$ cat src/rtl/rmux_pkg.sv
package rmux_pkg;

    localparam int MAX_SECOND = 4;

    typedef enum logic {
        BUILD_TWO_RANK = 1'b0,
        BUILD_TREE     = 1'b1
    } build_e;

    function automatic int prim_width(input int n_tot);
        for (int p = 2; p <= 4; p++) begin
            if ((n_tot + p - 1) / p <= MAX_SECOND) return p;
        end
        return 4;
    endfunction

    function automatic int group_count(input int n_tot);
        int p;
        p = prim_width(n_tot);
        return (n_tot + p - 1) / p;
    endfunction

    function automatic int index_bits(input int n_tot);
        return $clog2(n_tot);
    endfunction

    function automatic int word_width(input int n_in, input bit tree);
        if (tree) return index_bits(n_in + 1);
        return prim_width(n_in + 1) + group_count(n_in + 1);
    endfunction

    function automatic int unsigned default_word(input int n_in, input bit tree);
        int p;
        int g;
        if (tree) return (32'd1 << index_bits(n_in + 1)) - 32'd1;
        p = prim_width(n_in + 1);
        g = group_count(n_in + 1);
        return (32'd1 << (p + g - 1)) | (32'd1 << (p - 1));
    endfunction

endpackage

$ cat src/rtl/rmux_cfg_chain.sv
module rmux_cfg_chain #(
    parameter int          W        = 7,
    parameter logic [W-1:0] RST_WORD = '0
) (
    input  logic         clk,
    input  logic         rst,
    input  logic         shift_en,
    input  logic         ser_in,
    output logic [W-1:0] word,
    output logic         ser_out
);
    always_ff @(posedge clk) begin
        if (rst) begin
            word <= RST_WORD;
        end else if (shift_en) begin
            word <= {word[W-2:0], ser_in};
        end
    end

    assign ser_out = word[W-1];
endmodule

$ cat src/rtl/rmux_prim.sv
module rmux_prim #(
    parameter int N = 3
) (
    input  logic [N-1:0] sel,
    input  logic [N-1:0] din,
    output logic         dout
);
    logic [$clog2(N+1)-1:0] ones;
    logic                   legal;

    always_comb begin
        ones = '0;
        for (int i = 0; i < N; i++) begin
            ones = ones + {{($clog2(N+1)-1){1'b0}}, sel[i]};
        end
    end

    assign legal = (ones == 1);
    assign dout  = legal & (|(sel & din));
endmodule

$ cat src/rtl/rmux_two_rank.sv
module rmux_two_rank #(
    parameter int N_IN = 10,
    parameter int P    = 3,
    parameter int G    = 4
) (
    input  logic [N_IN-1:0] din,
    input  logic [P-1:0]    sel_first,
    input  logic [G-1:0]    sel_second,
    output logic            dout
);
    localparam int SLOTS = G * P;
    localparam int PAD   = SLOTS - N_IN;

    logic [SLOTS-1:0] slots;
    logic [G-1:0]     rank_out;

    // top slot is the grounded input; other spare slots are also tied low
    assign slots = {{PAD{1'b0}}, din};

    for (genvar g = 0; g < G; g++) begin : gen_first
        rmux_prim #(.N(P)) u_prim (
            .sel  (sel_first),
            .din  (slots[g*P +: P]),
            .dout (rank_out[g])
        );
    end

    rmux_prim #(.N(G)) u_second (
        .sel  (sel_second),
        .din  (rank_out),
        .dout (dout)
    );
endmodule

$ cat src/rtl/rmux_tree.sv
module rmux_tree #(
    parameter int N_IN = 10,
    parameter int S    = 4
) (
    input  logic [N_IN-1:0] din,
    input  logic [S-1:0]    idx,
    output logic            dout
);
    localparam int LEAVES = 1 << S;
    localparam int PAD    = LEAVES - N_IN;

    for (genvar l = 0; l <= S; l++) begin : gen_lvl
        logic [(LEAVES >> l)-1:0] node;
        if (l == 0) begin : g_leaf
            assign node = {{PAD{1'b0}}, din};
        end else begin : g_inner
            for (genvar j = 0; j < (LEAVES >> l); j++) begin : gen_node
                assign node[j] = idx[l-1] ? gen_lvl[l-1].node[2*j+1]
                                          : gen_lvl[l-1].node[2*j];
            end
        end
    end

    assign dout = gen_lvl[S].node[0];
endmodule

$ cat src/rtl/rmux_top.sv
module rmux_top #(
    parameter int N_IN      = 10,
    parameter bit TREE_MODE = 1'b0
) (
    input  logic            clk,
    input  logic            rst,
    input  logic            cfg_en,
    input  logic            cfg_in,
    input  logic [N_IN-1:0] data_in,
    output logic            mux_out,
    output logic            cfg_out
);
    import rmux_pkg::*;

    localparam build_e       BUILD  = TREE_MODE ? BUILD_TREE : BUILD_TWO_RANK;
    localparam int           N_TOT  = N_IN + 1;
    localparam int           P      = prim_width(N_TOT);
    localparam int           G      = group_count(N_TOT);
    localparam int           S      = index_bits(N_TOT);
    localparam int           CFG_W  = word_width(N_IN, TREE_MODE);
    localparam logic [CFG_W-1:0] RST_WORD = CFG_W'(default_word(N_IN, TREE_MODE));

    logic [CFG_W-1:0] cfg_word;

    rmux_cfg_chain #(.W(CFG_W), .RST_WORD(RST_WORD)) u_chain (
        .clk      (clk),
        .rst      (rst),
        .shift_en (cfg_en),
        .ser_in   (cfg_in),
        .word     (cfg_word),
        .ser_out  (cfg_out)
    );

    if (BUILD == BUILD_TREE) begin : g_tree
        rmux_tree #(.N_IN(N_IN), .S(S)) u_sel (
            .din  (data_in),
            .idx  (cfg_word),
            .dout (mux_out)
        );
    end else begin : g_two
        rmux_two_rank #(.N_IN(N_IN), .P(P), .G(G)) u_sel (
            .din        (data_in),
            .sel_first  (cfg_word[P-1:0]),
            .sel_second (cfg_word[P+G-1:P]),
            .dout       (mux_out)
        );
    end
endmodule

$ cat config.mk
export PLATFORM = sky130hd
export DESIGN_NAME = rmux_top
export DESIGN_NICKNAME = d
export VERILOG_FILES = /design/src/rtl/rmux_pkg.sv /design/src/rtl/rmux_cfg_chain.sv /design/src/rtl/rmux_prim.sv /design/src/rtl/rmux_two_rank.sv /design/src/rtl/rmux_tree.sv /design/src/rtl/rmux_top.sv
export SDC_FILE = /design/constraint.sdc
export NUM_CORES = 1
export LEC_CHECK = 0
export CAP_MARGIN = 20
export CORE_AREA = 3 3 40 42
export DETAILED_ROUTE_END_ITERATION = 12
export DIE_AREA = 0 0 43 45
export DONT_BUFFER_PORTS = 1
export PLACE_DENSITY = 0.49
export SYNTH_ARGS = -nofsm -noshare
export SYNTH_HDL_FRONTEND = slang
export SYNTH_SLANG_ARGS = --single-unit
$ cat constraint.sdc
create_clock -name clk -period 2.1 [get_ports clk]
set_clock_uncertainty 0.15 [all_clocks]
set_input_delay 0.21 -clock clk [delete_from_list [all_inputs] [get_ports clk]]
set_output_delay 0.21 -clock clk [all_outputs]
set_load 0.05 [all_outputs]
== Word-level counts from Yosys, hierarchy flattened ==
Index checks and enable logic that the tools add are counted.

* Bits in registers: 7
* Word-level logic and storage cells: 23

* $add $sub $neg: 5
* Eq/ne operators: 2
* Bitwise gates (word level): 10
* Reductions and logical operators: 5

{| class="wikitable"
|+ Operators with widths
! cell !! number
|-
| OR reduction 3 bit || 4
|-
| bitwise AND 3 bit || 3
|-
| bitwise AND 1 bit || 5
|-
| adder 1 x 1 -> 2 bit || 2
|-
| bitwise AND 4 bit || 1
|-
| OR reduction 4 bit || 1
|-
| adder 2 x 1 -> 3 bit || 1
|-
| adder 3 x 1 -> 3 bit || 1
|-
| bitwise AND 3 x 1 -> 3 bit || 1
|-
| == test 3 x 1 -> 1 bit, second input constant || 1
|-
| adder 2 x 1 -> 2 bit || 1
|-
| == test 2 x 1 -> 1 bit, second input constant || 1
|}

== Longest topological paths before layout ==
* Depth in word-level cells: 7
* Mapped depth: 6

== Modules after synthesis ==
A second synthesis with hierarchy kept.

* Cell total of the unflattened synthesis: 48
* Area, all modules: 514.2 sq um

{| class="wikitable"
|+ By module, submodules not included
! module !! times used !! cells each !! area each (sq um) !! sequential area each (sq um)
|-
| rmux_cfg_chain || 1 || 23 || 257.7 || 140.1
|-
| rmux_prim at g_two.u_sel.gen_first[0].u_prim ... || 4 || 3 || 37.5 || 0.0
|-
| rmux_prim at g_two.u_sel.u_second || 1 || 12 || 102.6 || 0.0
|-
| rmux_two_rank || 1 || 1 || 3.8 || 0.0
|}

== Least setup slack after synthesis ==
OpenSTA, ideal clock, no wires.

* Path kind: reg-to-output
* Start point: reg u_chain.word[6]
* End point: out mux_out
* Data arrival time: 2.762 ns
* Path slack: -1.022 ns
* Stages on the path, launching flop included: 7
* Path buffers: 0
* Path through: dfxtp_1 -> inv_1 -> fa_1 -> inv_1 -> ha_1 -> ha_1 -> nor4_2

* Longest elaborated chain between the ends: 3
* Elaborated cells on any way between the ends: 5

{| class="wikitable"
|+ RTL lines
! element !! RTL line !! text
|-
| start, declared || rmux_cfg_chain.sv:9 || <nowiki>output logic [W-1:0] word,</nowiki>
|-
| start signal, assigned || rmux_cfg_chain.sv:16 || <nowiki>word <= {word[W-2:0], ser_in};</nowiki>
|-
| adder 3 x 1 -> 3 bit / bitwise AND 4 bit (equally long branches) || rmux_prim.sv:14, rmux_prim.sv:19 ||
|-
| == test 3 x 1 -> 1 bit / OR reduction 4 bit (equally long branches) || rmux_prim.sv:18, rmux_prim.sv:19 ||
|-
| bitwise AND 1 bit (*) || rmux_prim.sv:19 || <nowiki>assign dout = legal & (|(sel & din));</nowiki>
|-
| end, declared || rmux_top.sv:10 || <nowiki>output logic mux_out,</nowiki>
|}

Mark *: on every way between the ends. The rest lies on a longest branch, timed or not.

== Final worst setup path ==
Same ends and word-level chain as after synthesis.

==> impl_metrics.yaml <==
synthesis:
  yosysMostFrequentCell: "inv_1"
  synth-seq-cells: 7
  syn_inst: 45
  synth-compound-area-share_pct: 13.5
  yosysWarningCount: 0
  syn_area_um2: 417
  syn_nets: 63
  synth_top_family_by_area: "simple AND/OR/NAND/NOR gates"
  synthTopCellsByCount: "9 x inv_1, 7 x dfxtp_1, 6 x nor2_1"
  async_flop_share_pct: 0
  yosys.area_share.simple_pct: 15.9
  yosys_most_used_dff: "dfxtp_1"
  synth_mux_area_share_pct: 12.0
  syn_area_per_cell_um2: 9.26
  yosysUniqueCellTypes: 16
  synth.area.top_cells: "dfxtp_1 34%, mux2i_1 12%, fa_1 9.6%, inv_1 8.1%, ha_1 6.0%"
  synth_top_cell_area_share_pct: 33.6
  synth_edf_count: 0
  ys_seq_area_share_pct: 33.6
  synth-adder-area-share_pct: 15.6
  synthXorXnorAreaFrac_pct: 0
  synth_area_leader_cell: "dfxtp_1"
critical_path:
  critPathKind: "reg2out"
  start_kind: "flip-flop"
  cp-startpoint: "u_chain.word[6]"
  r2r-start: "u_chain.word[3]"
  cp.arrival_ps: 2080
  cp_max_fo: 2
  end_kind: "output port"
  critPathRequiredTime_ps: 1740
power:
  powerDensity_nw_per_um2: 592
  p_sw_share_pct: 29.9
  leakage_uw: 0.000274
  combPwrFrac_pct: 26.6
  intPower_uw: 260
  power_switching_uw: 111
  p_clk_share_pct: 33.8
  ir_drop_v: 0.000373
  p_seq_share_pct: 39.5
floorplan:
  io_pins: 16
  fp.dieArea_um2: 1940
  die_y_um: 45
  row_count: 13
  start_util_pct: 32.4
  core-area_um2: 1280
  fp.dieW_um: 43
finish:
  areaGrowthSynthToFinish_pct: 50.2
  top_register: "u_chain.word"
  top_regs: "u_chain.word x7"
  stdcell_count: 77
  num-fill-cells: 125
  post-route-util_pct: 48.7
  largest_register_ff_count: 7
  num_antenna_cells: 0
  final_area_um2: 626
  nets: 81
  drive_gt1_share_pct: 37.1
grt:
  grt_pass1_vias: 442
  antenna_found_initial: 0
  grt_max_degree: 9
  grt_overflow: 0
  grt_pass1_wl_um: 1680
  track_usage_pct: 12.1
hold_path:
  hp-class: "reg2reg"
  min_from: "u_chain.word[5]"
cts:
  cts-buffers-inserted: 3
  cts_sinks: 7
  h-tree-depth: 1
  worstSkewPairLatency_ps: 260
  cts_tree: "done"
  clockRootBuffer: "clkbuf_4"
  cts_max_path_buffers: 2
  clk_pin_slew_ps: 60
run_status:
  violations: "negative setup slack"
  status: "finished with violations"
timing:
  setup_slack_ps: -336
  rsz0062_at_grt: "true"
  min_period_ps: 2440
  finalCritPeriodShare_pct: 116
  relSlewSlack_pct: 75.7
  hold_viol: 0
  slew_viol_final: 0
  tightest_slew_ps: 364
  setup_viol: 1
  fmax_ghz: 0.411
  setup_tns_ps: -336
detailed_routing:
  drtIter0Drc: 12
  drt-met1-wl_um: 380
  ant_nets: 0
  wl_met3_um: 76
  wl_per_cell_um: 12.7
  route.detailed.drc: 0
  vias: 391
  wl_met2_um: 521
  avgViaCountPerCell: 5.08
  routed_wl_um: 978
  top_layer: "met3"
  drtPass1Iterations: 4
place:
  place_area_um2: 538
  dp_cells: 68
  io_buffers: 0
  hpwl_um: 803
  finalWeightedCongestion: 0.766
run:
  max-cap-violations: 0
-- through the flow --
stage	power, uW	setup slack, ps	hold slack (ps)
3_5_place_dp	233	-140	135
5_1_grt	402	-412	443
2_1_floorplan	206	-324	132
6_report	371	-336	412
4_1_cts	374	-358	429
3_3_place_gp	229	-121	134
-- layout by cell type (no fill, tap or decap) --
cell type	instances
a222oi_1	2
dfxtp_4	1
o22ai_1	1
dfxtp_1	4
nor4_4	1
nor3_2	1
mux2i_1	5
a22oi_1	2
o211ai_1	2
buf_12	1
inv_2	2
fa_1	2
clkbuf_4	3
clkinv_2	1
nand2_1	2
nor2_1	6
ha_4	2
buf_4	9
inv_1	7
nor2b_1	1
dlygate4sd3_1	4
dfxtp_2	2
nand3b_1	1
-- worst max-delay path, stage by stage, from the launching register on --
cell,delay (ps)
dfxtp_4,350
inv_2,40
fa_1,550
inv_2,50
ha_4,150
ha_4,210
nor4_4,290
buf_12,180
-- final timing paths --
kind	end	slack, ps	depth (start not counted)
max	mux_out	-340	7
min	u_chain.word[6]	410	2
max reg2reg	u_chain.word[4]	670	4
min reg2reg	u_chain.word[6]	410	2
-- power by group through the flow --
| stage | combinational (uW) | sequential [uW] | clock, uW |
|---|---|---|---|
| finish | 98.8 | 146 | 125 |
| global route | 110 | 147 | 144 |
| CTS | 100 | 147 | 127 |
| detailed placement | 83.9 | 149 | 0 |
| global placement | 80.9 | 148 | 0 |
| floorplan | 51.7 | 154 | 0 |
-- layer usage --
layer,global-route usage (%),vias up
met3,4.78,0
met4,5.42,0
met5,0,-
met1,13.1,180
li1,-,189
met2,21.0,22
-- logic make-up after synthesis --
kind of cell / after synthesis
and+or+nand+nor: 12
buffers and inverters: 10
AOI/OAI and AO/OA: 7
DFF: 7
adders and majority gates: 4
muxes: 5
-- repair_timing --
item                                    in CTS  in global routing
hold endpoints to repair                     7                  0
pin swaps                                    3                  0
gates resized for setup                      4                  0
buffers inserted                             1                  0
hold buffers                                 4                  0
endpoints found under the setup margin       1                  1
-- final cells by class --
type / instances / area [um^2] / share of cell area, %
Multi-Input combinational cell: 28 / 272 / 43.4
Sequential cell: 7 / 146 / 23.4
Timing Repair Buffer: 14 / 128 / 20.4
Inverter: 9 / 33.8 / 5.40
Clock buffer: 3 / 22.5 / 3.60
Tap cell: 15 / 18.8 / 3.00
Clock inverter: 1 / 5.00 / 0.800
Power figures use the tool's default switching activity.
